`src/rtl/bws_pkg.sv`:
```
package bws_pkg;
   typedef enum logic {
      WS_IDLE = 1'b0,
      WS_HOLD = 1'b1
   } ws_state_e;

   function automatic int unsigned bws_len_width(input int unsigned code_w,
                                                 input int unsigned step);
      int unsigned max_len;
      max_len = ((1 << code_w) - 1) * step;
      return (max_len < 2) ? 1 : $clog2(max_len + 1);
   endfunction
endpackage

```
`src/rtl/bws_cfg_reg.sv`:
```
module bws_cfg_reg #(
   parameter int unsigned CODE_W     = 3,
   parameter int unsigned RESET_CODE = 0
) (
   input  logic              clk,
   input  logic              rst_n,
   input  logic              wr_en,
   input  logic [CODE_W-1:0] wr_data,
   output logic [CODE_W-1:0] code_q
);
   generate
      if (RESET_CODE >= (1 << CODE_W)) begin : g_bad_reset
         $error("bws_cfg_reg: RESET_CODE does not fit in CODE_W bits");
      end
   endgenerate

   always_ff @(posedge clk or negedge rst_n) begin
      if (!rst_n) begin
         code_q <= CODE_W'(RESET_CODE);
      end else if (wr_en) begin
         code_q <= wr_data;
      end
   end
endmodule

```
`src/rtl/bws_len_map.sv`:
```
module bws_len_map #(
   parameter int unsigned CODE_W = 3,
   parameter int unsigned STEP   = 2,
   parameter int unsigned CNT_W  = 4
) (
   input  logic [CODE_W-1:0] code,
   output logic [CNT_W-1:0]  len
);
   localparam bit STEP_IS_POW2 = (STEP != 0) && ((STEP & (STEP - 1)) == 0);
   localparam int unsigned STEP_SHIFT = (STEP > 1) ? $clog2(STEP) : 0;

   generate
      if (STEP == 0) begin : g_bad_step
         $error("bws_len_map: STEP must be non-zero");
      end
      if (STEP_IS_POW2) begin : g_shift
         always_comb len = CNT_W'(code) << STEP_SHIFT;
      end else begin : g_mult
         always_comb len = CNT_W'(code) * CNT_W'(STEP);
      end
   endgenerate
endmodule

```
`src/rtl/bws_counter.sv`:
```
module bws_counter
   import bws_pkg::*;
#(
   parameter int unsigned CNT_W = 4
) (
   input  logic             clk,
   input  logic             rst_n,
   input  logic             tick,
   input  logic             start,
   input  logic [CNT_W-1:0] len,
   output logic             hold,
   output logic [CNT_W-1:0] left
);
   ws_state_e        state_q;
   logic [CNT_W-1:0] left_q;

   always_ff @(posedge clk or negedge rst_n) begin
      if (!rst_n) begin
         state_q <= WS_IDLE;
         left_q  <= '0;
      end else if (tick) begin
         unique case (state_q)
            WS_IDLE: begin
               if (start && (len != '0)) begin
                  left_q  <= len;
                  state_q <= WS_HOLD;
               end
            end
            WS_HOLD: begin
               left_q <= left_q - CNT_W'(1);
               if (left_q == CNT_W'(1)) begin
                  state_q <= WS_IDLE;
               end
            end
            default: state_q <= WS_IDLE;
         endcase
      end
   end

   assign hold = (state_q == WS_HOLD);
   assign left = left_q;
endmodule

```
`src/rtl/bus_wait_stretcher.sv`:
```
module bus_wait_stretcher #(
   parameter int unsigned CODE_W     = 3,
   parameter int unsigned STEP       = 2,
   parameter int unsigned RESET_CODE = 0,
   parameter int unsigned CNT_W      = bws_pkg::bws_len_width(CODE_W, STEP)
) (
   input  logic              clk,
   input  logic              rst_n,
   input  logic              half_tick,
   input  logic              t3_done,
   input  logic              ext_access,
   input  logic              slow_osc,
   input  logic              cfg_we,
   input  logic [CODE_W-1:0] cfg_wdata,
   output logic [CODE_W-1:0] cfg_rdata,
   output logic              wait_hold,
   output logic [CNT_W-1:0]  wait_left
);
   localparam int unsigned NEED_W = bws_pkg::bws_len_width(CODE_W, STEP);

   generate
      if (CODE_W < 1 || CODE_W > 8) begin : g_bad_code_w
         $error("bus_wait_stretcher: CODE_W out of range");
      end
      if (CNT_W < NEED_W) begin : g_bad_cnt_w
         $error("bus_wait_stretcher: CNT_W too narrow for the longest stretch");
      end
   endgenerate

   logic [CODE_W-1:0] code;
   logic [CNT_W-1:0]  len;
   logic              start;

   bws_cfg_reg #(
      .CODE_W     (CODE_W),
      .RESET_CODE (RESET_CODE)
   ) u_cfg (
      .clk     (clk),
      .rst_n   (rst_n),
      .wr_en   (cfg_we),
      .wr_data (cfg_wdata),
      .code_q  (code)
   );

   bws_len_map #(
      .CODE_W (CODE_W),
      .STEP   (STEP),
      .CNT_W  (CNT_W)
   ) u_map (
      .code (code),
      .len  (len)
   );

   assign start = t3_done && ext_access && !slow_osc;

   bws_counter #(
      .CNT_W (CNT_W)
   ) u_cnt (
      .clk   (clk),
      .rst_n (rst_n),
      .tick  (half_tick),
      .start (start),
      .len   (len),
      .hold  (wait_hold),
      .left  (wait_left)
   );

   assign cfg_rdata = code;
endmodule

```
`config.mk`:
```
export PLATFORM = sky130hd
export DESIGN_NAME = bus_wait_stretcher
export DESIGN_NICKNAME = d
export VERILOG_FILES = /design/src/rtl/bws_pkg.sv /design/src/rtl/bws_cfg_reg.sv /design/src/rtl/bws_len_map.sv /design/src/rtl/bws_counter.sv /design/src/rtl/bus_wait_stretcher.sv
export SDC_FILE = /design/constraint.sdc
export NUM_CORES = 1
export LEC_CHECK = 0
export BUFFER_PORTS_ARGS = -buffer_cell sky130_fd_sc_hd__buf_2
export CAP_MARGIN = 20
export CELL_PAD_IN_SITES_DETAIL_PLACEMENT = 0
export CELL_PAD_IN_SITES_GLOBAL_PLACEMENT = 1
export CORE_MARGIN = 4
export CORE_UTILIZATION = 30
export CTS_BUF_LIST = sky130_fd_sc_hd__clkbuf_16
export DETAILED_ROUTE_END_ITERATION = 6
export GPL_TIMING_DRIVEN = 0
export PLACE_DENSITY = 0.76
export REMOVE_ABC_BUFFERS = 1
export SKIP_LAST_GASP = 1
export SLEW_MARGIN = 15
export SYNTH_ARGS = -nofsm -noshare
export SYNTH_HDL_FRONTEND = slang
export SYNTH_SLANG_ARGS = --single-unit
```
`constraint.sdc`:
```
create_clock -name clk -period 1.2 [get_ports clk]
set_input_delay 0 -clock clk [delete_from_list [all_inputs] [get_ports clk]]
set_output_delay 0 -clock clk [all_outputs]
set_load 0.05 [all_outputs]
```
## After elaboration in Yosys (flattened, before gate mapping)

Cells that the tools add are included.

- Reductions and logical operators: 6
- Muxes and demuxes: 5
- $add $sub $neg: 1
- Bitwise gates (word level): 1
- Eq/ne operators: 2

Operator list:

| cell | count |
|---|---|
| $pmux W4 S2 | 1 |
| $eq A4 B1 Y1 const B | 1 |
| $mux W4 | 1 |
| $reduce_bool A4 Y1 | 1 |
| $sub A4 B1 Y4 const B | 1 |
| $logic_and A1 B1 Y1 | 3 |
| $mux W1 | 2 |
| $ne A2 B1 Y1 const B | 1 |
| $pmux W1 S2 | 1 |
| $reduce_and A2 Y1 | 1 |
| $logic_not A1 Y1 | 1 |
| $not A1 Y1 | 1 |

- Input port bits: 10
- Register bits after elaboration: 8
- Logic and storage cells: 18
- Output and inout bits: 8

## Longest topological paths before layout

Gate-level depths: netlist (run 1).

- Depth in word-level cells: 5
- Mapped depth: 5
- Gate-level depth less buffers: 5

## Cells and area by module

Synthesis (run 1) repeated with hierarchy kept, for this count alone.

- Cells, all modules: 48
- Area total of the unflattened synthesis: 520.5 µm²

Modules (own cells, without submodules):

| module | times used | area each (µm²) | seq. area each (µm²) | cells each |
|---|---|---|---|---|
| bws_counter | 1 | 369.1 | 125.1 | 36 |
| bws_cfg_reg | 1 | 108.9 | 75.1 | 6 |
| bws_len_map | 1 | 33.8 | 0.0 | 5 |
| bus_wait_stretcher | 1 | 8.8 | 0.0 | 1 |

## Least setup slack after synthesis (run 1)

OpenSTA, ideal clock, no wires.

- Kind: register to register
- Start point: reg u_cnt.left_q[1] (netlist: u_cnt.left[1])
- End point: reg u_cnt.left_q[2] (netlist: u_cnt.left[2])
- Buffers on the path: 0
- Cell stages (with the launch flop): 6
- Data arrival time: 1.436 ns
- Setup time: 0.130 ns
- Path slack: -0.366 ns
- Required time: 1.070 ns
- Cells stage by stage: dfrtp_1 inv_1 ha_1 or2_2 a21oi_1 nor4_1

- Word-level cells in the longest chain between the ends: 2

RTL lines:

| element | line | source |
|---|---|---|
| start, declared | bws_counter.sv:15 | `logic [CNT_W-1:0] left_q;` |
| start signal, assigned | bws_counter.sv:25 | `left_q <= len;` |
| start signal, assigned | bws_counter.sv:30 | `left_q <= left_q - CNT_W'(1);` |
| $sub A4 B1 Y4 | bws_counter.sv:30 |  |
| $pmux W4 S2 | bws_counter.sv:22 | `unique case (state_q)` |

Every way passes these cells.
A chain may end at the register's enable or synchronous reset.

## Final worst setup path (run 1)

- Start point: reg u_cnt.left_q[1] (netlist: u_cnt.left[1])
- End point: reg u_cnt.left_q[3] (netlist: u_cnt.left[3])

Same word-level chain as after synthesis.

==> results.py, run 1 <==
metrics = {
    "outcome": {
        "status": "complete, but fails checks",
        "failed_checks": "setup timing",
    },
    "placed_design": {
        "io_buffer_count": 17,
        "hpwl_um": 779,
        "pre_cts_slack_ps": -199,
        "gp_congestion": 0.723,
    },
    "global_route": {
        "grt_pass1_vias": 458,
        "grt_pass1_wl_mm": 1.95,
        "grt-busiest-layer": "met2",
        "grt_use_met1_pct": 14.6,
        "use_met3_pct": 3.83,
        "grt_max_degree": 13,
        "met2_usage_pct": 21.4,
        "antenna_found_initial": 0,
        "overflow": 0,
        "grt_usage_pct": 12.6,
    },
    "synthesis": {
        "syn_area_um2": 462,
        "synth_simple_gate_area_share_pct": 22.2,
        "synth_top_family_by_area": "simple AND/OR/NAND/NOR gates",
        "synth_compound_area_share_pct": 18.4,
        "yosysTopAreaCell": "dfrtp_1",
        "muxShareOfSynthArea_pct": 7.32,
        "seq_area_frac_synth_pct": 43.4,
        "ys_top_cells_by_count": "dfrtp_1 (8), nor2_1 (5)",
        "synth_fa_ha_area_share_pct": 5.42,
        "yosysMostFrequentCell": "dfrtp_1",
        "synth_edf_count": 0,
        "synthCells": 45,
        "yosysWarnings": 0,
        "synthArstFlopShare_pct": 100,
        "yosys-top-cells-area": "dfrtp_1 (43%), mux2_2 (7.3%), ha_1 (5.4%), nand4b_4 (5.1%), o211ai_1 (4.9%)",
        "synth.avg_cell_area_um2": 10.3,
        "synth_top_area_share_pct": 43.4,
        "synthXorXnorAreaFrac_pct": 0,
        "synthFlopType": "dfrtp_1",
        "ys_types": 22,
        "synth-seq-cells": 8,
    },
    "hold_path": {
        "hold_end": "u_cfg.code_q[1]",
        "worstHoldStart": "cfg_wdata[1]",
        "hp-class": "input pin to flip-flop",
        "whs_path_depth": 2,
    },
    "flow_run": {
        "max_cap_viol_count": 0,
    },
    "setup_path": {
        "rr_worst_depth": 4,
        "r2r_slack_ps": -40,
        "r2r_end": "u_cnt.left[3]",
        "cp.buffers_inverters": 1,
        "path_class": "flip-flop to flip-flop",
        "crit_chain": "buf_4, o311a_1, a41oi_2, o211ai_1",
        "cp_max_fo": 3,
        "path_delay_family": "compound AO/OA/AOI/OAI gates",
        "max_stage_delay_ps": 380,
        "critical_path.endpoint_type": "flip-flop",
        "reg2reg_from": "u_cnt.left[1]",
        "cp.required_ps": 1300,
        "cp.arrival_ps": 1330,
        "cp_slowest_cell": "dfrtp_1",
        "cp-start-kind": "flip-flop",
    },
    "finish": {
        "diodes": 0,
        "fin_util_pct": 53.8,
        "area_delta_synth_final_pct": 59.3,
        "drive_above_1_share_pct": 54.8,
        "nNetsFinal": 87,
    },
    "sta": {
        "slew_viol_final": 0,
        "relSlewSlack_pct": 75.0,
        "min_period_over_period_pct": 103,
        "worst_slack_ps": -37.1,
        "worst_pin_slew_ps": 375,
        "timing.final.hold_violations": 0,
        "fmax_mhz": 808,
        "min_period_ps": 1240,
        "setup_violations": 1,
        "fin_skew_ps": 0.264,
        "rsz0062_at_grt": "true",
    },
    "route": {
        "ant_nets": 0,
        "vias": 468,
        "first_pass_iters": 4,
        "wl_per_cell_um": 13.5,
        "vias_per_cell": 5.32,
        "drc_errors": 0,
        "dr.first_iter.drc_count": 3,
        "routed_wl_mm": 1.19,
    },
    "clock_tree": {
        "cts_tree": "built",
        "clkSinkCount": 8,
        "path_clk_slew_ps": 40,
        "root_buffer": "clkbuf_16",
        "worstSkewPairLatency_ps": 230,
        "ctsHtreeMaxLevel": 1,
        "clk_path_buf_depth": 2,
        "numCtsBuffers": 3,
    },
    "die": {
        "die-area_mm2": 0.00223,
        "rows": 13,
        "start_util_pct": 33.8,
        "die_h_um": 47.2,
        "coreArea_mm2": 0.00137,
        "die_w_um": 47.2,
        "io_pins": 18,
    },
    "power": {
        "p_leak_nw": 0.347,
        "totalPowerFinal_w": 0.00205,
        "ir_drop_mv": 1.43,
        "p_per_area_mw_per_mm2": 2790,
    },
}
==> final cells by class <==
cell class / count / area, um2
multi-input combinational: 33 / 274
sequential: 8 / 201
tap: 15 / 18.8
inverter: 3 / 11.3
fill: 141 / 631
timing repair buffer: 26 / 155
clock buffer: 3 / 75.1
==> power breakdown <==
part / total [W] / switching (W) / leakage [nW] / internal [W]
Clock: 0.000545 / 0.000117 / 0.0370 / 0.000428
Combinational: 0.00100 / 0.000610 / 0.219 / 0.000394
Sequential: 0.000503 / 0.000137 / 0.0907 / 0.000366
Total: 0.00205 / 0.000864 / 0.347 / 0.00119
==> flip-flops by register name, summed over array words and instances, names as in the netlist <==
name	cells
u_cfg.code_q	3
u_cnt.left	4
u_cnt.hold	1
==> cells by family after synthesis <==
logic type	count (synthesis)
buffers and inverters	4
multiplexers	3
AO/OA/AOI/OAI	12
adder cells (fa/ha/maj)	2
flip-flops	8
AND/OR/NAND/NOR	16
==> layer usage <==
metal	vias to the layer above	share of wire [%]
li1	230	-
met1	221	46
met2	15	46
met3	2	7.8
met4	0	0.34
met5	-	0
==> how the worst max path moves through the flow <==
stage | endpoint | slack, ps | cells past startpoint | start
6_report | u_cnt.left[3] | -40 | 4 | u_cnt.left[1]
5_1_grt | u_cnt.left[3] | -80 | 4 | u_cnt.left[1]
4_1_cts | u_cnt.left[3] | -40 | 4 | u_cnt.left[1]
3_5_place_dp | u_cnt.left[3] | -200 | 3 | u_cfg.code_q[0]
3_3_place_gp | u_cnt.left[3] | -180 | 3 | u_cfg.code_q[0]
2_1_floorplan | u_cnt.left[2] | -370 | 5 | u_cnt.left[1]
==> placed cells by master, fill, tap and decap left out, drive strengths merged <==
cell type	instances
nor4	3
nand2	1
or2	2
o21ai	2
o211ai	3
a41oi	1
nor3	1
nand4b	1
buf	25
o21a	1
nor2	5
a32oi	1
mux2	3
inv	3
clkbuf	3
ha	2
and4	1
a211oi	1
nand3	2
dlygate4sd3	1
dfrtp	8
o311a	1
a21oi	2
==> per-stage QoR <==
step / TNS (ps) / cell area, um2 / hold slack, ps / std cells
after floorplan: -1210 / 458 / -296 / 44
after global placement: -604 / 562 / -146 / 76
after detailed placement: -727 / 562 / -146 / 76
after CTS: -46.6 / 711 / 0.670 / 85
after global routing: -214 / 736 / 14.7 / 88
final: -37.1 / 736 / 3.10 / 88
==> worst register-to-register path: stages, from the launching register on <==
cell,delay (ps)
dfrtp_1,380
buf_4,140
o311a_1,330
a41oi_2,150
o211ai_1,100
==> repair_timing <==
action	4_1_cts	5_1_grt
setup endpoints to repair	5	4
pin swaps	2	3
gates resized for setup	6	1
setup buffers	5	3
cloned	0	0
endpoints found under the hold margin	8	0
hold buffers	1	0
(Power assumes the default switching activity.)
==> run 2: changes to the inputs <==
--- a/config.mk
+++ b/config.mk
@@ -14,7 +14,7 @@
 export CTS_BUF_LIST = sky130_fd_sc_hd__clkbuf_16
 export DETAILED_ROUTE_END_ITERATION = 6
 export GPL_TIMING_DRIVEN = 0
-export PLACE_DENSITY = 0.76
+export PLACE_DENSITY_LB_ADDON = 0.1
 export REMOVE_ABC_BUFFERS = 1
 export SKIP_LAST_GASP = 1
 export SLEW_MARGIN = 15
==> run 2 against run 1 <==
Compared with the run above:
- the run still ends with setup timing left
- global-route usage down 0.25 points
- fmax grew 0.67%
- routed wire length barely moved
- sequential share of layout area up 0.25 points
- worst hold slack hardly changed
==> results.py, run 2 (synthesis results as in run 1) <==
metrics = {
    "outcome": {
        "status": "complete, but fails checks",
        "failed_checks": "setup timing",
    },
    "setup_path": {
        "max_stage_delay_ps": 370,
        "reg2reg_from": "u_cnt.left[1]",
        "cp_slowest_cell": "dfrtp_1",
        "cp.required_ps": 1300,
        "cp.arrival_ps": 1330,
        "critical_path.endpoint_type": "flip-flop",
        "cp_max_fo": 2,
        "r2r_slack_ps": -30,
        "path_delay_family": "compound AO/OA/AOI/OAI gates",
        "path_class": "flip-flop to flip-flop",
        "cp-start-kind": "flip-flop",
        "crit_chain": "buf_4, o311a_1, a41oi_2, o211ai_1",
        "rr_worst_depth": 4,
        "r2r_end": "u_cnt.left[3]",
        "cp.buffers_inverters": 1,
    },
    "sta": {
        "setup_violations": 1,
        "relSlewSlack_pct": 75.4,
        "fmax_mhz": 814,
        "min_period_over_period_pct": 102,
        "worst_pin_slew_ps": 369,
        "min_period_ps": 1230,
        "fin_skew_ps": 2.18,
        "whs_ps": 3.27,
        "worst_slack_ps": -28.9,
        "rsz0062_at_grt": "true",
        "slew_viol_final": 0,
        "timing.final.hold_violations": 0,
    },
    "die": {
        "die_w_um": 47.2,
        "rows": 13,
        "io_pins": 18,
        "die-area_mm2": 0.00223,
        "coreArea_mm2": 0.00137,
        "die_h_um": 47.2,
        "start_util_pct": 33.8,
    },
    "power": {
        "ir_drop_mv": 1.05,
        "p_per_area_mw_per_mm2": 2820,
        "p_leak_nw": 0.336,
    },
    "finish": {
        "multi_input_area_um2": 289,
        "fin_util_pct": 54.0,
        "final-seq-area_um2": 204,
        "final_common_cell": "buf_2",
        "drive_above_1_share_pct": 59.2,
        "diodes": 0,
        "nNetsFinal": 85,
        "largest_reg_flops": 4,
        "fill_cells": 135,
        "area_delta_synth_final_pct": 59.9,
        "finalNonFillerCells": 86,
        "final_area_um2": 738,
        "final_cell_mix": "buf_2 (17), buf_4 (6), dfrtp_1 (5)",
    },
    "route": {
        "ant_nets": 0,
        "routed_wl_mm": 1.19,
        "wl_per_cell_um": 13.8,
        "first_pass_iters": 3,
        "dr.first_iter.drc_count": 5,
        "drc_errors": 0,
        "vias_per_cell": 5.31,
        "vias": 457,
    },
    "global_route": {
        "antenna_found_initial": 0,
        "overflow": 0,
        "grt_pass1_vias": 399,
        "grt_max_degree": 13,
        "grt_pass1_wl_mm": 1.90,
        "grt_usage_pct": 12.3,
    },
    "placed_design": {
        "hpwl_um": 808,
        "dp_cells": 76,
        "io_buffer_count": 17,
        "gp_congestion": 0.684,
        "dpl_cell_area_um2": 562,
    },
    "clock_tree": {
        "ctsHtreeMaxLevel": 1,
        "clkSinkCount": 8,
        "root_buffer": "clkbuf_16",
        "numCtsBuffers": 3,
        "worstSkewPairLatency_ps": 230,
        "clk_path_buf_depth": 2,
        "path_clk_slew_ps": 40,
        "cts_tree": "built",
    },
    "hold_path": {
        "worstHoldStart": "cfg_wdata[0]",
        "hp-class": "input pin to flip-flop",
        "hold_end": "u_cfg.code_q[0]",
        "whs_path_depth": 2,
    },
    "flow_run": {
        "max_cap_viol_count": 0,
    },
}
## run 2: power breakdown
part	switching, W	internal (W)
clock	0.000122	0.000429
sequential	0.000138	0.000369
combinational	0.000633	0.000390
## run 2: layout make-up
class | instances | area share [%]
Inverter | 3 | 1.53
Sequential cell | 8 | 27.6
Tap cell | 15 | 2.54
Multi-Input combinational cell | 33 | 39.2
Timing Repair Buffer | 24 | 19.0
Clock buffer | 3 | 10.2
## run 2: worst max-delay path by stage
stage	start	to	slack, ps	cells past startpoint
6_report	u_cnt.left[1]	u_cnt.left[3]	-30	4
5_1_grt	u_cnt.left[1]	u_cnt.left[3]	-80	4
3_3_place_gp	u_cfg.code_q[0]	u_cnt.left[2]	-180	3
3_5_place_dp	u_cnt.left[0]	u_cnt.left[2]	-170	5
2_1_floorplan	u_cnt.left[1]	u_cnt.left[2]	-370	5
4_1_cts	u_cnt.left[0]	u_cnt.left[2]	-10	5
## run 2: timing repair
item                       4_1_cts  5_1_grt
hold endpoints to repair         8        0
gates cloned                     0        0
buffers inserted                 4        2
hold buffers                     1        0
pin swaps                        2        3
resized for setup                6        7
setup endpoints to repair        4        3
## run 2: layer usage
metal	GRT usage, %	part of all wire (%)
met4	2.21	1.3
met5	0	0
met1	17.3	48
met3	6.51	8.3
met2	16.8	43
## run 2: stage by stage
stage          setup slack [ps]  power, W  setup TNS, ps
6_report                  -28.9   0.00208          -28.9
5_1_grt                   -83.9   0.00222           -154
4_1_cts                   -10.1   0.00201          -10.1
3_5_place_dp               -167   0.00129           -495
3_3_place_gp               -182   0.00129           -615
2_1_floorplan              -366   0.00108          -1210
